File: src/rtl/dualdiv_uart_pkg.sv
package dualdiv_uart_pkg;

  localparam logic [2:0] ADDR_DATA = 3'd0;
  localparam logic [2:0] ADDR_CTRL = 3'd1;
  localparam logic [2:0] ADDR_STAT = 3'd2;
  localparam logic [2:0] ADDR_PRE  = 3'd3;
  localparam logic [2:0] ADDR_DIV  = 3'd4;

  typedef enum logic [1:0] {RX_IDLE, RX_START, RX_DATA} rxState_t;

  // control -> datapath strobes and configuration
  typedef struct packed {
    logic       loadTx;
    logic [8:0] txWord;    // [8] is the ninth bit
    logic [1:0] lenSel;
    logic       parEn;
    logic [1:0] parSel;
    logic       syncMode;
  } ctl2dp_t;

  // datapath -> control events
  typedef struct packed {
    logic       txIdle;
    logic       rxDone;
    logic [8:0] rxWord;
    logic       frameErr;
    logic       parErr;
  } dp2ctl_t;

  // parity value for a 7/8-bit payload under the 2-bit select
  function automatic logic parityOf(logic [8:0] w, logic sevenBit, logic [1:0] sel);
    logic ones;
    ones = sevenBit ? ^w[6:0] : ^w[7:0];
    case (sel)
      2'd0:    parityOf = ~ones;
      2'd1:    parityOf = ones;
      2'd2:    parityOf = 1'b1;
      default: parityOf = 1'b0;
    endcase
  endfunction

endpackage

File: src/rtl/dualdiv_uart_baud.sv
module dualdiv_uart_baud #(
  parameter int PRE_W = 8,
  parameter int DIV_W = 8
) (
  input  logic             clk,
  input  logic             rst_n,
  input  logic [PRE_W-1:0] preVal,
  input  logic [DIV_W-1:0] divVal,
  output logic             sampleTick
);
  logic [PRE_W-1:0] preCnt;
  logic [DIV_W-1:0] divCnt;
  logic             preTick;

  assign preTick    = (preCnt >= preVal);
  assign sampleTick = preTick && (divCnt >= divVal);

  always_ff @(posedge clk) begin
    if (!rst_n) begin
      preCnt <= '0;
      divCnt <= '0;
    end else begin
      preCnt <= preTick ? '0 : preCnt + 1'b1;
      if (sampleTick)   divCnt <= '0;
      else if (preTick) divCnt <= divCnt + 1'b1;
    end
  end

  // with a prescale above zero, ticks never come on adjacent cycles
  a_r2_tick_spacing: assert property (@(posedge clk) disable iff (!rst_n)
    (sampleTick && preVal != '0) |=> (!sampleTick || preVal == '0));

endmodule

File: src/rtl/dualdiv_uart_datapath.sv
module dualdiv_uart_datapath
  import dualdiv_uart_pkg::*;
(
  input  logic    clk,
  input  logic    rst_n,
  input  logic    sampleTick,
  input  logic    rxPin,
  input  ctl2dp_t ctl,
  output dp2ctl_t dp,
  output logic    txPin
);
  localparam int FRAME_W = 11;
  localparam int SUB_W   = 4;
  localparam int IDX_W   = $clog2(FRAME_W);
  localparam logic [SUB_W-1:0] SUB_LAST = '1;
  localparam logic [SUB_W-1:0] SUB_MID  = SUB_W'(7);

  // frame geometry
  logic [IDX_W-1:0] nData, stopIdx;
  logic is9, hasExtra, extraBit;
  assign nData    = (ctl.lenSel == 2'd0) ? IDX_W'(7) : IDX_W'(8);
  assign is9      = ctl.lenSel[1];
  assign hasExtra = is9 | ctl.parEn;
  assign extraBit = is9 ? ctl.txWord[8]
                        : parityOf(ctl.txWord, ctl.lenSel == 2'd0, ctl.parSel);
  assign stopIdx  = nData + IDX_W'(hasExtra);

  // ---------------- transmitter ----------------
  logic [FRAME_W-1:0] txFrame, txShift;
  logic [IDX_W-1:0]   txLeft;
  logic [SUB_W-1:0]   txSub;
  logic               txBusy;

  always_comb begin
    txFrame    = '1;
    txFrame[0] = 1'b0;
    for (int i = 0; i < 8; i++)
      if (IDX_W'(i) < nData) txFrame[i+1] = ctl.txWord[i];
    if (hasExtra) txFrame[nData + IDX_W'(1)] = extraBit;
  end

  always_ff @(posedge clk) begin
    if (!rst_n) begin
      txBusy  <= 1'b0;
      txShift <= '1;
      txLeft  <= '0;
      txSub   <= '0;
    end else if (ctl.loadTx) begin
      txBusy  <= 1'b1;
      txShift <= txFrame;
      txLeft  <= stopIdx + IDX_W'(1);
      txSub   <= '0;
    end else if (txBusy && sampleTick) begin
      txSub <= txSub + 1'b1;
      if (ctl.syncMode || txSub == SUB_LAST) begin
        if (txLeft == '0) txBusy <= 1'b0;
        else begin
          txShift <= {1'b1, txShift[FRAME_W-1:1]};
          txLeft  <= txLeft - 1'b1;
        end
      end
    end
  end

  assign txPin = txBusy ? txShift[0] : 1'b1;

  // ---------------- receiver ----------------
  rxState_t           rxState;
  logic               rxS1, rxS2;
  logic [SUB_W-1:0]   rxSub;
  logic [IDX_W-1:0]   rxIdx;
  logic [FRAME_W-1:0] rxBits, capt;
  logic [8:0]         word, wordQ;
  logic               extSeen, stopSeen, parBad, doneQ, ferrQ, perrQ;

  always_comb begin
    capt        = rxBits;
    capt[rxIdx] = rxS2;
    word        = '0;
    for (int i = 0; i < 8; i++)
      if (IDX_W'(i) < nData) word[i] = capt[i];
    extSeen  = capt[nData];
    stopSeen = capt[stopIdx];
    word[8]  = is9 & extSeen;
    parBad   = ctl.parEn && !is9 &&
               (extSeen != parityOf(word, ctl.lenSel == 2'd0, ctl.parSel));
  end

  always_ff @(posedge clk) begin
    if (!rst_n) begin
      rxS1    <= 1'b1;
      rxS2    <= 1'b1;
      rxState <= RX_IDLE;
      rxSub   <= '0;
      rxIdx   <= '0;
      rxBits  <= '1;
      doneQ   <= 1'b0;
      wordQ   <= '0;
      ferrQ   <= 1'b0;
      perrQ   <= 1'b0;
    end else begin
      rxS1  <= rxPin;
      rxS2  <= rxS1;
      doneQ <= 1'b0;
      if (sampleTick) begin
        case (rxState)
          RX_IDLE:
            if (!rxS2) begin
              rxIdx   <= '0;
              rxSub   <= ctl.syncMode ? '0 : SUB_W'(1);
              rxState <= ctl.syncMode ? RX_DATA : RX_START;
            end
          RX_START:
            if (rxSub == SUB_MID) begin
              rxSub   <= '0;
              rxState <= rxS2 ? RX_IDLE : RX_DATA;
            end else rxSub <= rxSub + 1'b1;
          default: begin
            rxSub <= rxSub + 1'b1;
            if (ctl.syncMode || rxSub == SUB_LAST) begin
              rxBits <= capt;
              if (rxIdx == stopIdx) begin
                rxState <= RX_IDLE;
                doneQ   <= 1'b1;
                wordQ   <= word;
                ferrQ   <= !stopSeen;
                perrQ   <= parBad;
              end else rxIdx <= rxIdx + 1'b1;
            end
          end
        endcase
      end
    end
  end

  assign dp.txIdle   = !txBusy;
  assign dp.rxDone   = doneQ;
  assign dp.rxWord   = wordQ;
  assign dp.frameErr = ferrQ;
  assign dp.parErr   = perrQ;

  // a load always opens the frame with a low start bit
  a_r3_start_low: assert property (@(posedge clk) disable iff (!rst_n)
    ctl.loadTx |=> !txPin);
  // the last bit of every frame is a high stop bit
  a_r3_stop_high: assert property (@(posedge clk) disable iff (!rst_n)
    (txBusy && txLeft == '0) |-> txPin);
  // a receive only completes out of the data phase
  a_r7_done_from_data: assert property (@(posedge clk) disable iff (!rst_n)
    doneQ |-> $past(rxState == RX_DATA));

endmodule

File: src/rtl/dualdiv_uart_ctrl.sv
module dualdiv_uart_ctrl
  import dualdiv_uart_pkg::*;
#(
  parameter int PRE_W = 8,
  parameter int DIV_W = 8
) (
  input  logic             clk,
  input  logic             rst_n,
  input  logic [2:0]       regSel,
  input  logic             wrEn,
  input  logic             rdEn,
  input  logic [7:0]       wrData,
  output logic [7:0]       rdData,
  input  dp2ctl_t          dp,
  output ctl2dp_t          ctl,
  output logic [PRE_W-1:0] preVal,
  output logic [DIV_W-1:0] divVal,
  output logic             rxIrq,
  output logic             txIrq
);
  logic [7:0] ctrlReg, txBuf;
  logic [8:0] rxBuf;
  logic txEmpty, rxFull, frameErr, overrun, parErr;
  logic wrData0, rdData0, rdStat;

  assign wrData0 = wrEn && regSel == ADDR_DATA;
  assign rdData0 = rdEn && regSel == ADDR_DATA;
  assign rdStat  = rdEn && regSel == ADDR_STAT;

  assign ctl.loadTx   = !txEmpty && dp.txIdle;
  assign ctl.txWord   = {ctrlReg[3], txBuf};
  assign ctl.lenSel   = ctrlReg[1:0];
  assign ctl.parEn    = ctrlReg[2];
  assign ctl.parSel   = ctrlReg[4:3];
  assign ctl.syncMode = ctrlReg[5];

  always_ff @(posedge clk) begin
    if (!rst_n) begin
      ctrlReg <= '0; txBuf <= '0; preVal <= '0; divVal <= '0;
      rxBuf <= '0; txEmpty <= 1'b1; rxFull <= 1'b0;
      frameErr <= 1'b0; overrun <= 1'b0; parErr <= 1'b0;
    end else begin
      if (wrEn && regSel == ADDR_CTRL) ctrlReg <= wrData;
      if (wrEn && regSel == ADDR_PRE)  preVal  <= PRE_W'(wrData);
      if (wrEn && regSel == ADDR_DIV)  divVal  <= DIV_W'(wrData);
      if (wrData0) begin
        txBuf   <= wrData;
        txEmpty <= 1'b0;
      end else if (ctl.loadTx) txEmpty <= 1'b1;

      if (rdStat) begin
        frameErr <= 1'b0; overrun <= 1'b0; parErr <= 1'b0;
      end
      if (dp.rxDone) begin
        if (rxFull && !rdData0) overrun <= 1'b1;
        else begin
          rxBuf    <= dp.rxWord;
          rxFull   <= 1'b1;
          frameErr <= dp.frameErr;
          parErr   <= dp.parErr;
        end
      end else if (rdData0) rxFull <= 1'b0;
    end
  end

  always_comb begin
    case (regSel)
      ADDR_DATA: rdData = rxBuf[7:0];
      ADDR_CTRL: rdData = ctrlReg;
      ADDR_STAT: rdData = {2'b00, rxBuf[8], parErr, overrun, frameErr, rxFull, txEmpty};
      ADDR_PRE:  rdData = 8'(preVal);
      ADDR_DIV:  rdData = 8'(divVal);
      default:   rdData = '0;
    endcase
  end

  assign rxIrq = rxFull  & ctrlReg[6];
  assign txIrq = txEmpty & ctrlReg[7];

  // a buffer write always leaves the buffer marked occupied
  a_r6_write_clears_empty: assert property (@(posedge clk) disable iff (!rst_n)
    wrData0 |=> !txEmpty);
  // reading the data register with no new arrival empties the buffer
  a_r8_read_clears_full: assert property (@(posedge clk) disable iff (!rst_n)
    (rdData0 && !dp.rxDone) |=> !rxFull);
  // an arrival onto a full, unread buffer flags overrun and keeps the old byte
  a_r10_overrun_keeps: assert property (@(posedge clk) disable iff (!rst_n)
    (dp.rxDone && rxFull && !rdData0) |=> (overrun && $stable(rxBuf)));

endmodule

File: src/rtl/dualdiv_uart.sv
module dualdiv_uart
  import dualdiv_uart_pkg::*;
#(
  parameter int PRE_W = 8,
  parameter int DIV_W = 8
) (
  input  logic       clk,
  input  logic       rst_n,
  input  logic [2:0] regSel,
  input  logic       wrEn,
  input  logic       rdEn,
  input  logic [7:0] wrData,
  output logic [7:0] rdData,
  input  logic       rxPin,
  output logic       txPin,
  output logic       serClk,
  output logic       rxIrq,
  output logic       txIrq
);
  ctl2dp_t          ctl;
  dp2ctl_t          dp;
  logic [PRE_W-1:0] preVal;
  logic [DIV_W-1:0] divVal;
  logic             sampleTick;

  dualdiv_uart_ctrl #(.PRE_W(PRE_W), .DIV_W(DIV_W)) u_ctrl (
    .clk(clk), .rst_n(rst_n), .regSel(regSel), .wrEn(wrEn), .rdEn(rdEn),
    .wrData(wrData), .rdData(rdData), .dp(dp), .ctl(ctl),
    .preVal(preVal), .divVal(divVal), .rxIrq(rxIrq), .txIrq(txIrq));

  dualdiv_uart_baud #(.PRE_W(PRE_W), .DIV_W(DIV_W)) u_baud (
    .clk(clk), .rst_n(rst_n), .preVal(preVal), .divVal(divVal),
    .sampleTick(sampleTick));

  dualdiv_uart_datapath u_dp (
    .clk(clk), .rst_n(rst_n), .sampleTick(sampleTick), .rxPin(rxPin),
    .ctl(ctl), .dp(dp), .txPin(txPin));

  assign serClk = ctl.syncMode & sampleTick;

endmodule

File: config.mk
export PLATFORM = sky130hd
export DESIGN_NAME = dualdiv_uart
export DESIGN_NICKNAME = d
export VERILOG_FILES = /design/src/rtl/dualdiv_uart_pkg.sv /design/src/rtl/dualdiv_uart_baud.sv /design/src/rtl/dualdiv_uart_datapath.sv /design/src/rtl/dualdiv_uart_ctrl.sv /design/src/rtl/dualdiv_uart.sv
export SDC_FILE = /design/constraint.sdc
export NUM_CORES = 1
export LEC_CHECK = 0
export ABC_AREA = 1
export BUFFER_PORTS_ARGS = -buffer_cell sky130_fd_sc_hd__buf_2
export CORE_MARGIN = 2
export CORE_UTILIZATION = 40
export CTS_CLUSTER_DIAMETER = 60
export DETAILED_ROUTE_END_ITERATION = 16
export GPL_ROUTABILITY_DRIVEN = 0
export PLACE_DENSITY = 0.55
export SLEW_MARGIN = 5
export SYNTH_ARGS = -nofsm -noshare
export SYNTH_HDL_FRONTEND = slang
export SYNTH_SLANG_ARGS = --single-unit
File: constraint.sdc
create_clock -name clk -period 2.7 [get_ports clk]
set_clock_uncertainty 0.2 [all_clocks]
set_input_delay 0.81 -clock clk [delete_from_list [all_inputs] [get_ports clk]]
set_output_delay 0.81 -clock clk [all_outputs]
set_load 0.05 [all_outputs]
Word level (Yosys, flattened, before mapping)
Index checks and enable logic that the tools add are counted.
Widths: inputs -> output; s select.
{"block": "classes", "bitwise": 13, "muxes": 77, "order_cmp": 16, "n_eq_ne": 17, "add_sub_neg": 9, "n_reduce_logical": 52}
{"op": "$mux 11", "count": 5}
{"op": "$mux 1", "count": 44}
{"op": "$mux 4", "count": 10}
{"op": "$pmux 8 s5", "count": 1}
{"op": "$bwmux 11", "count": 2}
{"op": "$add 4x1->4 const B", "count": 5}
{"op": "$lt 4x5->1 const B", "count": 4}
{"op": "$add 8x1->8 const B", "count": 2}
{"op": "$ge 8x8->1", "count": 2}
{"op": "$lt 3x4->1 const A", "count": 4}
{"op": "$pmux 4 s2", "count": 2}
{"op": "$reduce_xor 8->1", "count": 2}
{"op": "$logic_and 1x1->1", "count": 14}
{"op": "$reduce_xor 7->1", "count": 2}
{"op": "$mux 2", "count": 6}
{"op": "$reduce_bool 2->1", "count": 6}
{"op": "$reduce_and 5->1", "count": 2}
{"op": "$reduce_and 3->1", "count": 3}
{"op": "$bmux 1 s4", "count": 2}
{"op": "$demux 1 s4", "count": 2}
{"op": "$eq 4x4->1 const B", "count": 2}
{"op": "$ge 4x1->1 const B", "count": 2}
{"op": "$lt 1x4->1 const A", "count": 2}
{"op": "$lt 2x4->1 const A", "count": 2}
{"op": "27 further kinds", "count": 56}
{"block": "totals", "output_inout_bits": 12, "input_bits": 16, "ff_bits": 117}

Longest topological paths before layout
{"block": "logic_depth", "depth_word": 12, "ltp_mapped": 17, "mapped_depth_nobuf": 17}

Cells and area by module
A second synthesis with hierarchy kept.
{"block": "unflattened", "cells_unflattened": 936, "area_unflattened_um2": 6480.0}
{"mod": "dualdiv_uart_datapath", "cells_per_inst": 442, "instances": 1, "seq_area_each_um2": 1061.0, "area_per_inst_um2": 3054.2}
{"mod": "dualdiv_uart_ctrl", "cells_per_inst": 314, "instances": 1, "seq_area_each_um2": 920.9, "area_per_inst_um2": 2172.1}
{"mod": "dualdiv_uart_baud", "cells_per_inst": 178, "instances": 1, "seq_area_each_um2": 320.3, "area_per_inst_um2": 1246.2}
{"mod": "dualdiv_uart", "cells_per_inst": 2, "instances": 1, "seq_area_each_um2": 0.0, "area_per_inst_um2": 7.5}

Worst setup path after synthesis
No wires, ideal clock.
{"block": "synth_timing", "kind": "input-to-output", "from": "input port regSel[1]", "to": "output port rdData[1]", "setup_slack_ns": -0.613, "n_path_buf": 0, "arrival_ns": 2.303, "t_required_ns": 1.690, "path_stages": 4, "cell_sequence": "inv_1 > nor3_1 > inv_1 > o21ai_0"}
{"block": "synth_between", "elab_chain_cells": 2, "elab_cells_between_ends": 6, "classes_between": "eq/ne: 4; mux: 1; reduce/logical: 1"}
{"element": "start: declaration", "line_no": "dualdiv_uart.sv:9", "rtl": "input logic [2:0] regSel,"}
{"element": "$eq 3x3->1 (tied with other cells)", "line_no": "dualdiv_uart_ctrl.sv:67", "rtl": "case (regSel)"}
{"element": "$pmux 8 s5 (*)", "line_no": "dualdiv_uart_ctrl.sv:67"}
{"element": "end: declaration", "line_no": "dualdiv_uart.sv:13", "rtl": "output logic [7:0] rdData,"}
Mark *: on every way between the ends. The rest lies on a longest branch, timed or not.

Worst setup path after layout
{"block": "layout_timing", "from": "register u_ctrl.preVal[4]", "to": "output port serClk"}
{"block": "layout_between", "elab_chain_cells": 3}
{"element": "start: declaration", "line_no": "dualdiv_uart_ctrl.sv:16", "rtl": "output logic [PRE_W-1:0] preVal,"}
{"element": "start signal: assignment", "line_no": "dualdiv_uart_ctrl.sv:44", "rtl": "if (wrEn && regSel == ADDR_PRE) preVal <= PRE_W'(wrData);"}
{"element": "$ge 8x8->1", "line_no": "dualdiv_uart_baud.sv:15", "rtl": "assign preTick = (preCnt >= preVal);"}
{"element": "$logic_and 1x1->1", "line_no": "dualdiv_uart_baud.sv:16", "rtl": "assign sampleTick = preTick && (divCnt >= divVal);"}
{"element": "$and 1x1->1", "line_no": "dualdiv_uart.sv:39", "rtl": "assign serClk = ctl.syncMode & sampleTick;"}
{"element": "end: declaration", "line_no": "dualdiv_uart.sv:16", "rtl": "output logic serClk,"}
No other way between the ends.

==> metrics.txt <==
Primary FF master, synth=dfxtp_1; critical path type=reg -> out; grt ovf=0; Tmin final=about 2900 ps; drt first-iter violations=about 330; PortBufs=27; first-pass GRT wire length=roughly 27 mm; Tcrit/Tclk final=108%; Mapped Area=just under 6000 um2; post-synth net total=869; post-DP HPWL=11.3 mm; Row Count=44; synth warn=0; Critical Path Start Type=flip-flop; Area Growth Syn to Fin=29.6%; drt first pass iters=7; failing checks=negative setup slack; combinational share of power=about an eighth; fin worst setup slack=-210 ps; dpl cells=around 1000; Post-Syn Instances=825; Tot Pwr=between 4 and 5 mW; worst slack, placed=-317 ps; share of cells above drive strength 1=around 26%; Hold Crit Class=reg -> reg; antenna violations before repair=0; largest net degree at the start of global routing=slightly below 60; Slew HR=68.8%; Async SR Flop Fraction=0%; Synth Area in XOR/XNOR=under 10%; ANT cells=0; Via-to-Cell Ratio=a little over 5; Worst VDD drop=0.451 mV; simple-gate share of the synthesized area=between 20% and 30%; fin cells=between 1000 and 1500; EDFF count, synth=0; Switching Share=between 20% and 30%; switching power=around 1.2 mW; vias post-DR=about 5500; Seq/Total Area, Yosys=~39%; fraction of synthesized area in multiplexers=0%; TritonCTS clock tree=built; Final #Nets=between 900 and 1000; Fillers=between 1000 and 1500; Achievable Freq=~340 MHz; clock tree root driver cell=clkbuf_16; Clock Latency Late Sink=roughly 400 ps; total clock sinks=about 120; unrepaired setup endpoints after global routing=yes; Synth Area in Adders=5.88%; I/O Pins=28; crit-path max FO=2; Arrival @ worst endpoint=approximately 1900 ps; clock share of power=about half; Int Power=roughly 3.5 mW; CTS max path bufs=2; P_leak=roughly 3.3 nW; DRT antenna net count=0; Multi-input gate area=roughly 3600 um2; Final Util=~53%; max cap viols=0; synth unique cells=between 40 and 50; Horiz. Die Dim=126 um; Worst-path clk slew=50 ps; drt drc=0; Die Y-Extent=between 100 and 150 um; Setup crit end kind=output pin; Setup Viol. Count Final=9; Worst Tran Pin Value=between 400 and 500 ps; CORE AREA=14500 um2; wire length per cell=14.8 um; final hold vios=0; routed wire length=roughly 16 mm; power density over the cells=609 nW/um2; outcome=finished with violations; WP data required=1690 ps; GRT Util Overall=20.8%; Num CTS Buffers=17; sequential share of power=37.6%; final slew viol count=0; H-Tree Depth=4; Synth Register Bits=approximately 120; total die area=15900 um2; Initial Util=41.0%; largest family of logic cells by synthesized area=simple AND/OR/NAND/NOR gates; Synth Area in Compound Gates=a little under a fifth; vias in the first global route=between 5000 and 6000; area taken by flip-flops and latches=between 2000 and 2500 um2; Avg Synthesized Cell Area=7.22 um2
## layer usage
| metal | track usage, % | wire length [um] | vias up |
|---|---|---|---|
| met1 | 26.5 | 7510 | 2530 |
| li1 | - | - | 2866 |
| met3 | 3.61 | 502 | 34 |
| met4 | 9.95 | 592 | 0 |
| met2 | 34.4 | 7390 | 111 |
| met5 | 0 | 0 | - |
## cells by family after synthesis
kind of cell    count (synthesis)
simple gates                  355
compound gates                195
buf+inv                       119
flops                         115
fa+ha+maj                      28
xor+xnor                       13
## flip-flops by register name, indices dropped and copies added (netlist names), 2 cells and up
| signal | count |
|---|---|
| u_dp.rxState | 2 |
| u_ctrl.preVal | 8 |
| u_dp.txShift | 10 |
| u_dp.rxSub | 4 |
| u_baud.preCnt | 8 |
| u_dp.txLeft | 4 |
| u_ctrl.txBuf | 8 |
| u_dp.txSub | 4 |
| u_ctrl.ctrlReg | 8 |
| u_dp.wordQ | 9 |
| u_baud.divCnt | 8 |
| u_dp.rxBits | 10 |
| u_ctrl.rxBuf | 9 |
| u_ctrl.divVal | 8 |
| u_dp.rxIdx | 4 |
## power groups by stage
stage / Combinational (mW) / Clock (mW) / Sequential (mW)
after floorplan: 0.336 / 0 / 1.79
after global placement: 0.485 / 0 / 1.80
after detailed placement: 0.494 / 0 / 1.80
after CTS: 0.559 / 2.39 / 1.77
after global routing: 0.639 / 2.49 / 1.77
final: 0.575 / 2.36 / 1.77
## synth_stat cells, types with 3 or more instances
master,count,share of area (%)
inv_1,83,5.2
inv_2,5,0.32
nand4_1,9,0.95
a211oi_2,4,0.84
or2_2,5,0.53
nand2_2,9,0.95
nand3_2,3,0.50
a21oi_1,84,7.1
dfxtp_1,115,39
nand3_1,54,4.5
buf_4,3,0.38
nand2_1,181,11
xor2_1,7,1.0
nor3_1,12,1.0
buf_6,3,0.57
xnor2_1,5,0.74
o21ai_0,72,6.1
o22ai_1,4,0.42
nand2_4,3,0.57
buf_2,4,0.34
nor3b_1,4,0.50
ha_1,28,5.9
o21ai_2,4,0.59
nor2_1,65,4.1
o221ai_1,5,0.74
nor2_2,4,0.42
o21ai_1,4,0.34
clkbuf_1,16,1.0
## worst max-delay path, cell delays in order (launching register included)
cell,delay [ps]
dfxtp_2,320
inv_2,50
ha_4,260
nand2_4,50
nor2_4,110
nand4_1,160
nand3_4,170
nand2_4,90
nor2_4,120
buf_8,150
## placed cells by master, fill, tap and decap left out, types with 3 or more instances in the layout
cell type and instances:
bufinv_16 4, xor2_1 7, o21ai_1 4, buf_2 15
ha_4 12, inv_2 19, nor3b_1 4, o221ai_2 4
dfxtp_1 97, clkbuf_16 17, clkinv_2 5, buf_8 3
inv_1 63, nand2_4 8, inv_4 4, o21ai_0 70
o21ai_2 6, a21oi_1 79, clkbuf_1 3, ha_1 16
nand2_1 167, nand3_1 53, buf_4 34, buf_6 12
nor2_1 62, nor2_2 3, nand4_1 9, xnor2_1 5
nor3_1 10, nor2_4 6, nand2_2 18, a211oi_2 4
a21oi_2 6, dfxtp_2 18, buf_12 5, or2_2 5
## timing repair
item,4_1_cts,5_1_grt
hold buffers,0,0
pin swaps,29,14
setup buffers,11,2
gates cloned,0,0
setup endpoints to repair,9,9
resized for setup,122,21
## worst paths after layout
check	slack, ps	endpoint	cells past startpoint	startpoint
worst max-delay path	-210	serClk	9	u_ctrl.preVal[4]$_SDFFE_PN0P_
worst min-delay path	210	u_dp.rxS2$_SDFF_PN1_	1	u_dp.rxS1$_SDFF_PN1_
worst max register to register	210	u_dp.rxSub[2]$_SDFFE_PN0P_	12	u_ctrl.preVal[4]$_SDFFE_PN0P_
worst min register to register	210	u_dp.rxS2$_SDFF_PN1_	1	u_dp.rxS1$_SDFF_PN1_
## per-stage QoR
step                      instance area, um2  hold slack [ps]  TNS (ps)
after global placement                  6480              194     -1600
after global routing                    7720              231     -1280
after floorplan                         6010              193      -370
after CTS                               7620              218      -571
final                                   7720              215      -852
after detailed placement                6480              206     -2030
## layout make-up
type / count / share of cell area, %
clock inverter: 10 / 2.01
timing repair buffer: 69 / 7.91
inverter: 92 / 4.88
multi-input combinational: 591 / 46.1
clock buffer: 22 / 6.01
tap: 184 / 2.98
sequential: 115 / 30.1
(Power assumes the default switching activity.)
